**config.mk**
```make
export PLATFORM = sky130hd
export DESIGN_NAME = periodic_irq_clock
export DESIGN_NICKNAME = d
export VERILOG_FILES = /design/src/rtl/pic_pkg.sv /design/src/rtl/pic_interval_table.sv /design/src/rtl/pic_countdown.sv /design/src/rtl/pic_status.sv /design/src/rtl/periodic_irq_clock.sv
export SDC_FILE = /design/constraint.sdc
export NUM_CORES = 1
export LEC_CHECK = 0
export BUFFER_PORTS_ARGS = -buffer_cell sky130_fd_sc_hd__buf_4
export CORE_MARGIN = 2
export CORE_UTILIZATION = 55
export CTS_CLUSTER_DIAMETER = 30
export DETAILED_ROUTE_END_ITERATION = 10
export GPL_TIMING_DRIVEN = 0
export PLACE_DENSITY = 0.79
export RECOVER_POWER = 100
export SETUP_SLACK_MARGIN = 0.4
export SLEW_MARGIN = 20
export SYNTH_ARGS = -nofsm -noshare
export SYNTH_HDL_FRONTEND = slang
export SYNTH_HIERARCHICAL = 1
export SYNTH_SLANG_ARGS = --single-unit
```
**constraint.sdc**
```tcl
create_clock -name clk -period 2.7 [get_ports clk]
set_clock_uncertainty 0.2 [all_clocks]
set_input_delay 0.405 -clock clk [delete_from_list [all_inputs] [get_ports clk]]
set_output_delay 0.405 -clock clk [all_outputs]
set_load 0.005 [all_outputs]
```
**src/rtl/pic_pkg.sv**
```systemverilog
package pic_pkg;

    // Reset value of each interval table entry, by selector value
    function automatic int unsigned default_interval(input int unsigned idx);
        case (idx)
            0:       return 16000;
            1:       return 100000;
            2:       return 10000;
            default: return 1000;
        endcase
    endfunction

    typedef struct packed {
        logic busy;
        logic done;
        logic irq;
        logic pulse;
    } flags_t;

endpackage

```
**src/rtl/pic_interval_table.sv**
```systemverilog
module pic_interval_table #(
    parameter int SEL_W = 2,
    parameter int CNT_W = 24,
    localparam int ENTRIES = 1 << SEL_W
) (
    input  logic                            clk,
    input  logic                            rst_n,
    input  logic                            wr_en,
    input  logic [SEL_W-1:0]                wr_idx,
    input  logic [CNT_W-1:0]                wr_val,
    input  logic [SEL_W-1:0]                rd_idx,
    output logic [CNT_W-1:0]                rd_val,
    output logic [ENTRIES-1:0][CNT_W-1:0]   entries
);

    logic wr_ok;
    assign wr_ok = wr_en && (wr_val != '0);

    for (genvar g = 0; g < ENTRIES; g++) begin : g_entry
        logic [CNT_W-1:0] ent_d;
        logic [CNT_W-1:0] ent_q;

        always_comb begin
            ent_d = ent_q;
            if (wr_ok && (wr_idx == SEL_W'(g))) begin
                ent_d = wr_val;
            end
        end

        always_ff @(posedge clk) begin
            if (!rst_n) begin
                ent_q <= CNT_W'(pic_pkg::default_interval(g));
            end else begin
                ent_q <= ent_d;
            end
        end

        assign entries[g] = ent_q;
    end

    assign rd_val = entries[rd_idx];

endmodule

```
**src/rtl/pic_countdown.sv**
```systemverilog
module pic_countdown #(
    parameter int CNT_W = 24
) (
    input  logic             clk,
    input  logic             rst_n,
    input  logic             tick,
    input  logic             start,
    input  logic             clear,
    input  logic [CNT_W-1:0] load_val,
    output logic             expire
);

    typedef struct packed {
        logic             run;
        logic [CNT_W-1:0] cnt;
    } cd_state_t;

    cd_state_t st_d, st_q;

    always_comb begin
        st_d   = st_q;
        expire = 1'b0;
        if (clear) begin
            st_d.run = 1'b0;
            st_d.cnt = '0;
        end else if (start) begin
            st_d.run = 1'b1;
            st_d.cnt = load_val;
        end else if (st_q.run && tick) begin
            if (st_q.cnt == CNT_W'(1)) begin
                expire   = 1'b1;
                st_d.cnt = load_val;
            end else begin
                st_d.cnt = st_q.cnt - CNT_W'(1);
            end
        end
    end

    always_ff @(posedge clk) begin
        if (!rst_n) begin
            st_q <= '0;
        end else begin
            st_q <= st_d;
        end
    end

endmodule

```
**src/rtl/pic_status.sv**
```systemverilog
module pic_status (
    input  logic clk,
    input  logic rst_n,
    input  logic start,
    input  logic clear,
    input  logic expire,
    input  logic mask,
    output logic busy,
    output logic done,
    output logic irq,
    output logic pulse
);

    pic_pkg::flags_t fl_d, fl_q;

    always_comb begin
        fl_d       = fl_q;
        fl_d.pulse = 1'b0;
        if (clear) begin
            fl_d.busy = 1'b0;
            fl_d.done = 1'b0;
        end else if (start) begin
            fl_d.busy = 1'b1;
            fl_d.done = 1'b0;
        end else if (expire) begin
            fl_d.busy  = 1'b0;
            fl_d.done  = 1'b1;
            fl_d.pulse = 1'b1;
        end
        fl_d.irq = fl_d.done && !mask;
    end

    always_ff @(posedge clk) begin
        if (!rst_n) begin
            fl_q <= '0;
        end else begin
            fl_q <= fl_d;
        end
    end

    assign busy  = fl_q.busy;
    assign done  = fl_q.done;
    assign irq   = fl_q.irq;
    assign pulse = fl_q.pulse;

endmodule

```
**src/rtl/periodic_irq_clock.sv**
```systemverilog
module periodic_irq_clock #(
    parameter int ACC_W = 16,
    parameter int SEL_W = 2,
    parameter int CNT_W = 24,
    localparam int ENTRIES = 1 << SEL_W
) (
    input  logic             clk,
    input  logic             rst_n,
    input  logic             tick_en,
    input  logic             acc_wr,
    input  logic [ACC_W-1:0] acc_data,
    input  logic             start_pls,
    input  logic             clear_pls,
    input  logic             irq_mask,
    input  logic             cfg_wr,
    input  logic [SEL_W-1:0] cfg_idx,
    input  logic [CNT_W-1:0] cfg_val,
    output logic             busy,
    output logic             done,
    output logic             irq,
    output logic             period_pulse
);

    typedef struct packed {
        logic [SEL_W-1:0] sel;
    } top_state_t;

    top_state_t ts_d, ts_q;
    logic [SEL_W-1:0]              sel_eff;
    logic [CNT_W-1:0]              load_val;
    logic [ENTRIES-1:0][CNT_W-1:0] tbl_entries;
    logic                          expire;
    logic                          unused_acc;

    assign unused_acc = ^acc_data[ACC_W-1:SEL_W];

    // A selector write in the same cycle governs a start or reload
    always_comb begin
        ts_d    = ts_q;
        sel_eff = acc_wr ? acc_data[SEL_W-1:0] : ts_q.sel;
        ts_d.sel = sel_eff;
    end

    always_ff @(posedge clk) begin
        if (!rst_n) begin
            ts_q <= '0;
        end else begin
            ts_q <= ts_d;
        end
    end

    pic_interval_table #(.SEL_W(SEL_W), .CNT_W(CNT_W)) u_table (
        .clk     (clk),
        .rst_n   (rst_n),
        .wr_en   (cfg_wr),
        .wr_idx  (cfg_idx),
        .wr_val  (cfg_val),
        .rd_idx  (sel_eff),
        .rd_val  (load_val),
        .entries (tbl_entries)
    );

    pic_countdown #(.CNT_W(CNT_W)) u_count (
        .clk      (clk),
        .rst_n    (rst_n),
        .tick     (tick_en),
        .start    (start_pls),
        .clear    (clear_pls),
        .load_val (load_val),
        .expire   (expire)
    );

    pic_status u_status (
        .clk    (clk),
        .rst_n  (rst_n),
        .start  (start_pls),
        .clear  (clear_pls),
        .expire (expire),
        .mask   (irq_mask),
        .busy   (busy),
        .done   (done),
        .irq    (irq),
        .pulse  (period_pulse)
    );

endmodule

```
Yosys cells after proc, flatten, opt, wreduce, memory -nomap -nowiden
Index checks and enable logic that the tools add are counted.
Cells by class
  $add $sub $neg: 1
  $lt $le $gt $ge: 1
  equality and inequality tests: 4
  multiplexer cells: 14
  bitwise logic cells: 1
  reductions and logical operators: 14
Operator list (number)
  24-bit two-way mux: 4
  24-bit binary-select mux with 2-bit select: 1
  24-bit by 1-bit == test with 1-bit output (second input constant): 1
  24-bit nonzero test: 1
  24-bit by 1-bit subtractor with 24-bit output (second input constant): 1
  1-bit logical AND: 7
  1-bit two-way mux: 6
  2-bit two-way mux: 3
  2-bit == test (second input constant): 2
  2-bit nonzero test: 2
  2-bit by 3-bit < comparator with 1-bit output (second input constant): 1
  3-bit OR reduction: 1
  2-bit by 1-bit == test with 1-bit output (second input constant): 1
  2-bit logical NOT: 1
  2-bit OR reduction: 1
  1-bit logical NOT: 1
  1-bit NOT: 1
Word-level totals
  register bits: 127
  output and inout bits: 4
  word-level logic and storage cells: 46

Depth between registers and ports, before layout
  word-level depth: 9
  gate-level depth with buffers: 9
  gate-level depth less buffers: 8

Hierarchy
The synthesis kept the hierarchy.
Modules (own cells, without submodules)
  pic_interval_table: instances 1, cells an instance 403, area each 4362.9 sq um, seq. area each 1921.8 sq um
  pic_countdown: instances 1, cells an instance 218, area each 1725.4 sq um, seq. area each 500.5 sq um
  pic_status: instances 1, cells an instance 13, area each 133.9 sq um, seq. area each 80.1 sq um
  periodic_irq_clock: instances 1, cells an instance 6, area each 85.1 sq um, seq. area each 40.0 sq um

Worst setup path before layout
OpenSTA, ideal clock, no wires.
  kind: input -> register
  from: input acc_wr
  to: register u_count/st_q[5] (netlist bit)
  library setup time: 0.132 ns
  arrival time: 2.044 ns
  data required time: 2.368 ns
  setup slack: 0.324 ns
  stages on the path: 8
  path buffers: 3
  cells stage by stage: mux2_4 buf_2 buf_2 buf_2 mux4_2 and3_1 a222oi_1 a21oi_1
On the way
  cells in the longest elaborated chain, start to end: 6
Ends and longest elaborated chain
  from (decl): line periodic_irq_clock.sv:10  | input logic acc_wr,
  2-bit two-way mux (*): line periodic_irq_clock.sv:40  | sel_eff = acc_wr ? acc_data[SEL_W-1:0] : ts_q.sel;
  24-bit binary-select mux with 2-bit select (*): line pic_interval_table.sv:41  | assign rd_val = entries[rd_idx];
  24-bit two-way mux (not written as such) (*): line pic_interval_table.sv:41
  named net load_val[5]: line periodic_irq_clock.sv:30  | logic [CNT_W-1:0] load_val;
  24-bit two-way mux: line pic_countdown.sv:30  | if (st_q.cnt == CNT_W'(1)) begin
  24-bit two-way mux: line pic_countdown.sv:29  | end else if (st_q.run && tick) begin
  24-bit two-way mux (*): line pic_countdown.sv:26  | end else if (start) begin
  to (signal assigned): line pic_countdown.sv:43  | st_q <= st_d;
  to (decl): line pic_countdown.sv:18  | cd_state_t st_d, st_q;
Mark *: on every way through the listed nets, which the timed path passes. The rest lies on a longest branch. The select of a mux whose other input is x is not followed.
A chain may end at the register's enable or synchronous reset.

Final worst setup path
  from: register ts_q[1] (netlist bit)
  to: register u_count/st_q[5] (netlist bit)
On the way
  cells in the longest elaborated chain, start to end: 6
Ends and longest elaborated chain
  from (decl): line periodic_irq_clock.sv:28  | top_state_t ts_d, ts_q;
  from (signal assigned): line periodic_irq_clock.sv:48  | ts_q <= ts_d;
  2-bit two-way mux (*): line periodic_irq_clock.sv:40
  named net sel_eff[1]: line periodic_irq_clock.sv:29  | logic [SEL_W-1:0] sel_eff;
  24-bit binary-select mux with 2-bit select (*): line pic_interval_table.sv:41
  24-bit two-way mux (not written as such) (*): line pic_interval_table.sv:41
  named net load_val[5]: line periodic_irq_clock.sv:30
  24-bit two-way mux: line pic_countdown.sv:30
  24-bit two-way mux: line pic_countdown.sv:29
  24-bit two-way mux (*): line pic_countdown.sv:26
Marks and branches as above.

==> results.json <==
{
  "grt_max_degree": 17,
  "synth_edf_count": 0,
  "fin_crit_sh_pct": 89.87,
  "die-area_um2": 12340,
  "drive_gt1_share_pct": 21.89,
  "synth_top_area_share_pct": 40.31,
  "grt-ovfl-total": 0,
  "synth.avg_cell_area_um2": 9.855,
  "synth_cells": 640,
  "startpoint_type": "flip-flop",
  "required_ps": 2770,
  "worst_slew_pin_slew_ps": 1538,
  "hold_depth": 3,
  "port_buffers": 39,
  "num_vias": 5498,
  "coreArea_um2": 11320,
  "setup_tns_ps": 0,
  "io_pins": 54,
  "tritoncts": "built",
  "drc_errors": 0,
  "async_flop_share_pct": 0,
  "worst_ep_arrival_time_ps": 2500,
  "grt_pass1_wl_um": 29500,
  "synthTopCellsByCount": "dfxtp_1, nand2_1, mux2i_1",
  "finalWeightedCongestion": 0.9566,
  "antenna_found_initial": 0,
  "worstSetupEndpointType": "flip-flop",
  "cap_violations": 1,
  "ant_nets": 0,
  "pwr_density_cell_nw_per_um2": 665.1,
  "n_antenna_cell": 0,
  "areaGrowthSynthToFinish_pct": 22.08,
  "maxSlewHeadroom_pct": -3.438,
  "p_leak_nw": 3.205,
  "hold_viol": 0,
  "yosysSeqAreaShare_pct": 40.31,
  "yosysMostFrequentCell": "dfxtp_1",
  "cts-htree-levels": 4,
  "fmax_mhz": 412.1,
  "yosys_warnings": 6,
  "synth_top_cells_by_area": "dfxtp_1, mux2i_1, mux4_2, nand2_1, nor2b_1",
  "cts_made_buffers": 17,
  "drt_iter0_markers": 371,
  "clock_sinks": 127,
  "worstSkewPairLatency_ps": 420,
  "ys_types": 66,
  "dp_hpwl_um": 12610,
  "status": "complete, but fails checks",
  "syn_nets": 692,
  "violations": "max-capacitance violations, max-slew violations",
  "drv_slew": 7,
  "cts_root_buf": "clkbuf_16",
  "rsz0062_at_grt": "true",
  "setup_viol": 0,
  "hold_path.class": "input port to flip-flop",
  "fillCellCount": 876,
  "synth.cell_area_um2": 6307,
  "drt_pass1_iterations": 6,
  "finalNetCount": 770,
  "die_h_um": 111.1,
  "reg2reg_depth": 8,
  "finalCriticalPeriod_ps": 2426,
  "clk_pin_slew_ps": 60,
  "synth_top_area_cell": "dfxtp_1",
  "die_w_um": 111.1,
  "crit_type": "flip-flop to flip-flop",
  "ctsLongestPathBuffers": 2,
  "track_usage_pct": 30.55,
  "ys.flop_type": "dfxtp_1",
  "irDropWorstVdd_mv": 0.4303,
  "initial_core_util_pct": 55.71,
  "crit_path_max_fanout": 10,
  "vias_per_cell": 6.291,
  "wire_per_inst_um": 21.29,
  "wl_um": 18610,
  "num_rows": 39,
  "grt_pass1_vias": 5634,
  "power_w": 0.005121,
  "synth-seq-cells": 127
}
-- metal layers --
| metal | GRT usage, % | vias to the layer above | part of all wire [%] |
|---|---|---|---|
| met4 | 12.26 | 0 | 3.1 |
| met3 | 7.490 | 61 | 7.6 |
| met1 | 36.91 | 2677 | 40 |
| li1 | - | 2498 | - |
| met2 | 52.43 | 262 | 49 |
| met5 | 0 | - | 0 |
-- area by class of cell --
class / count / area [um2] / share of cell area, %
Clock buffer: 21 / 450.4 / 5.850
Inverter: 8 / 30.03 / 0.3900
Buffer: 43 / 260.3 / 3.380
Sequential cell: 127 / 2546 / 33.07
Timing Repair Buffer: 58 / 424.2 / 5.509
Tap cell: 143 / 178.9 / 2.324
Clock inverter: 11 / 163.9 / 2.129
Multi-Input combinational cell: 463 / 3646 / 47.35
-- stage by stage --
step           setup WS (ps)  cells  hold slack (ps)  util (%)  instance area (um2)
2_1_floorplan          344.9    640            231.5         -                 6316
3_3_place_gp          -148.9    822            239.2     59.96                 6788
3_5_place_dp          -148.7    822            248.8     59.96                 6788
4_1_cts                356.5    860            54.90     66.90                 7574
5_1_grt                194.5    874            75.01     68.02                 7700
6_report               273.6    874            65.52     68.02                 7700
-- cell families after synthesis --
logic type,share of synthesized area [%]
AND/OR/NAND/NOR,20.91
multiplexers,25.23
flip-flops,40.31
AO/OA/AOI/OAI,8.828
buffers and inverters,4.186
adder cells (fa/ha/maj),0.3967
XOR/XNOR,0.1389
-- critical path, stage by stage (launching register included) --
cell	delay (ps)
dfxtp_1	290
mux2_1	330
clkbuf_1	220
buf_12	200
buf_12	150
mux4_2	350
and3_4	180
a222oi_1	240
a21oi_1	110
-- sequential cells by signal (all words and copies together), names as in the netlist --
register and flops:
ts_q 2, u_count/st_q 25, u_status/busy 1, u_status/done 1, u_status/irq 1, u_status/pulse 1
u_table/g_entry.ent_q 96
-- worst paths after layout --
path                                                   start                      endpoint  slack (ps)
worst max-delay path                                 ts_q[1]               u_count/st_q[5]         270
worst min-delay path                              cfg_val[7]   u_table/g_entry[2].ent_q[7]          70
worst max register to register                       ts_q[1]               u_count/st_q[5]         270
worst min register to register  u_table/g_entry[1].ent_q[17]  u_table/g_entry[1].ent_q[17]         260
-- timing repair --
action	CTS	global route
hold buffers	1	0
pin swaps	5	11
buffers inserted	5	13
resized for setup	33	27
endpoints found under the setup margin	27	25
cloned	0	1
endpoints found under the hold margin	1	0
-- power breakdown --
group | total (W) | switching (W) | internal, W
registers | 0.00200 | 0.0000516 | 0.00195
clock network | 0.00239 | 0.000832 | 0.00156
logic | 0.000730 | 0.000413 | 0.000317
total | 0.00512 | 0.00130 | 0.00382
-- cell usage in the layout (no fill, tap or decap), drive strengths merged, types with 6 or more instances in the layout --
| cell | netlist | routed |
|---|---|---|
| dfxtp | 127 | 127 |
| nand2 | 114 | 114 |
| mux2i | 102 | 102 |
| clkbuf | 25 | 65 |
| buf | 18 | 56 |
| nor2b | 36 | 36 |
| nor2 | 27 | 27 |
| mux4 | 24 | 24 |
| o21ai | 15 | 15 |
| nor4 | 15 | 15 |
| a21oi | 13 | 14 |
| nand3 | 11 | 11 |
| nor3 | 11 | 11 |
| inv | 8 | 8 |
| a31oi | 6 | 6 |
| nand4 | 6 | 6 |
Power figures use the tool's default switching activity.
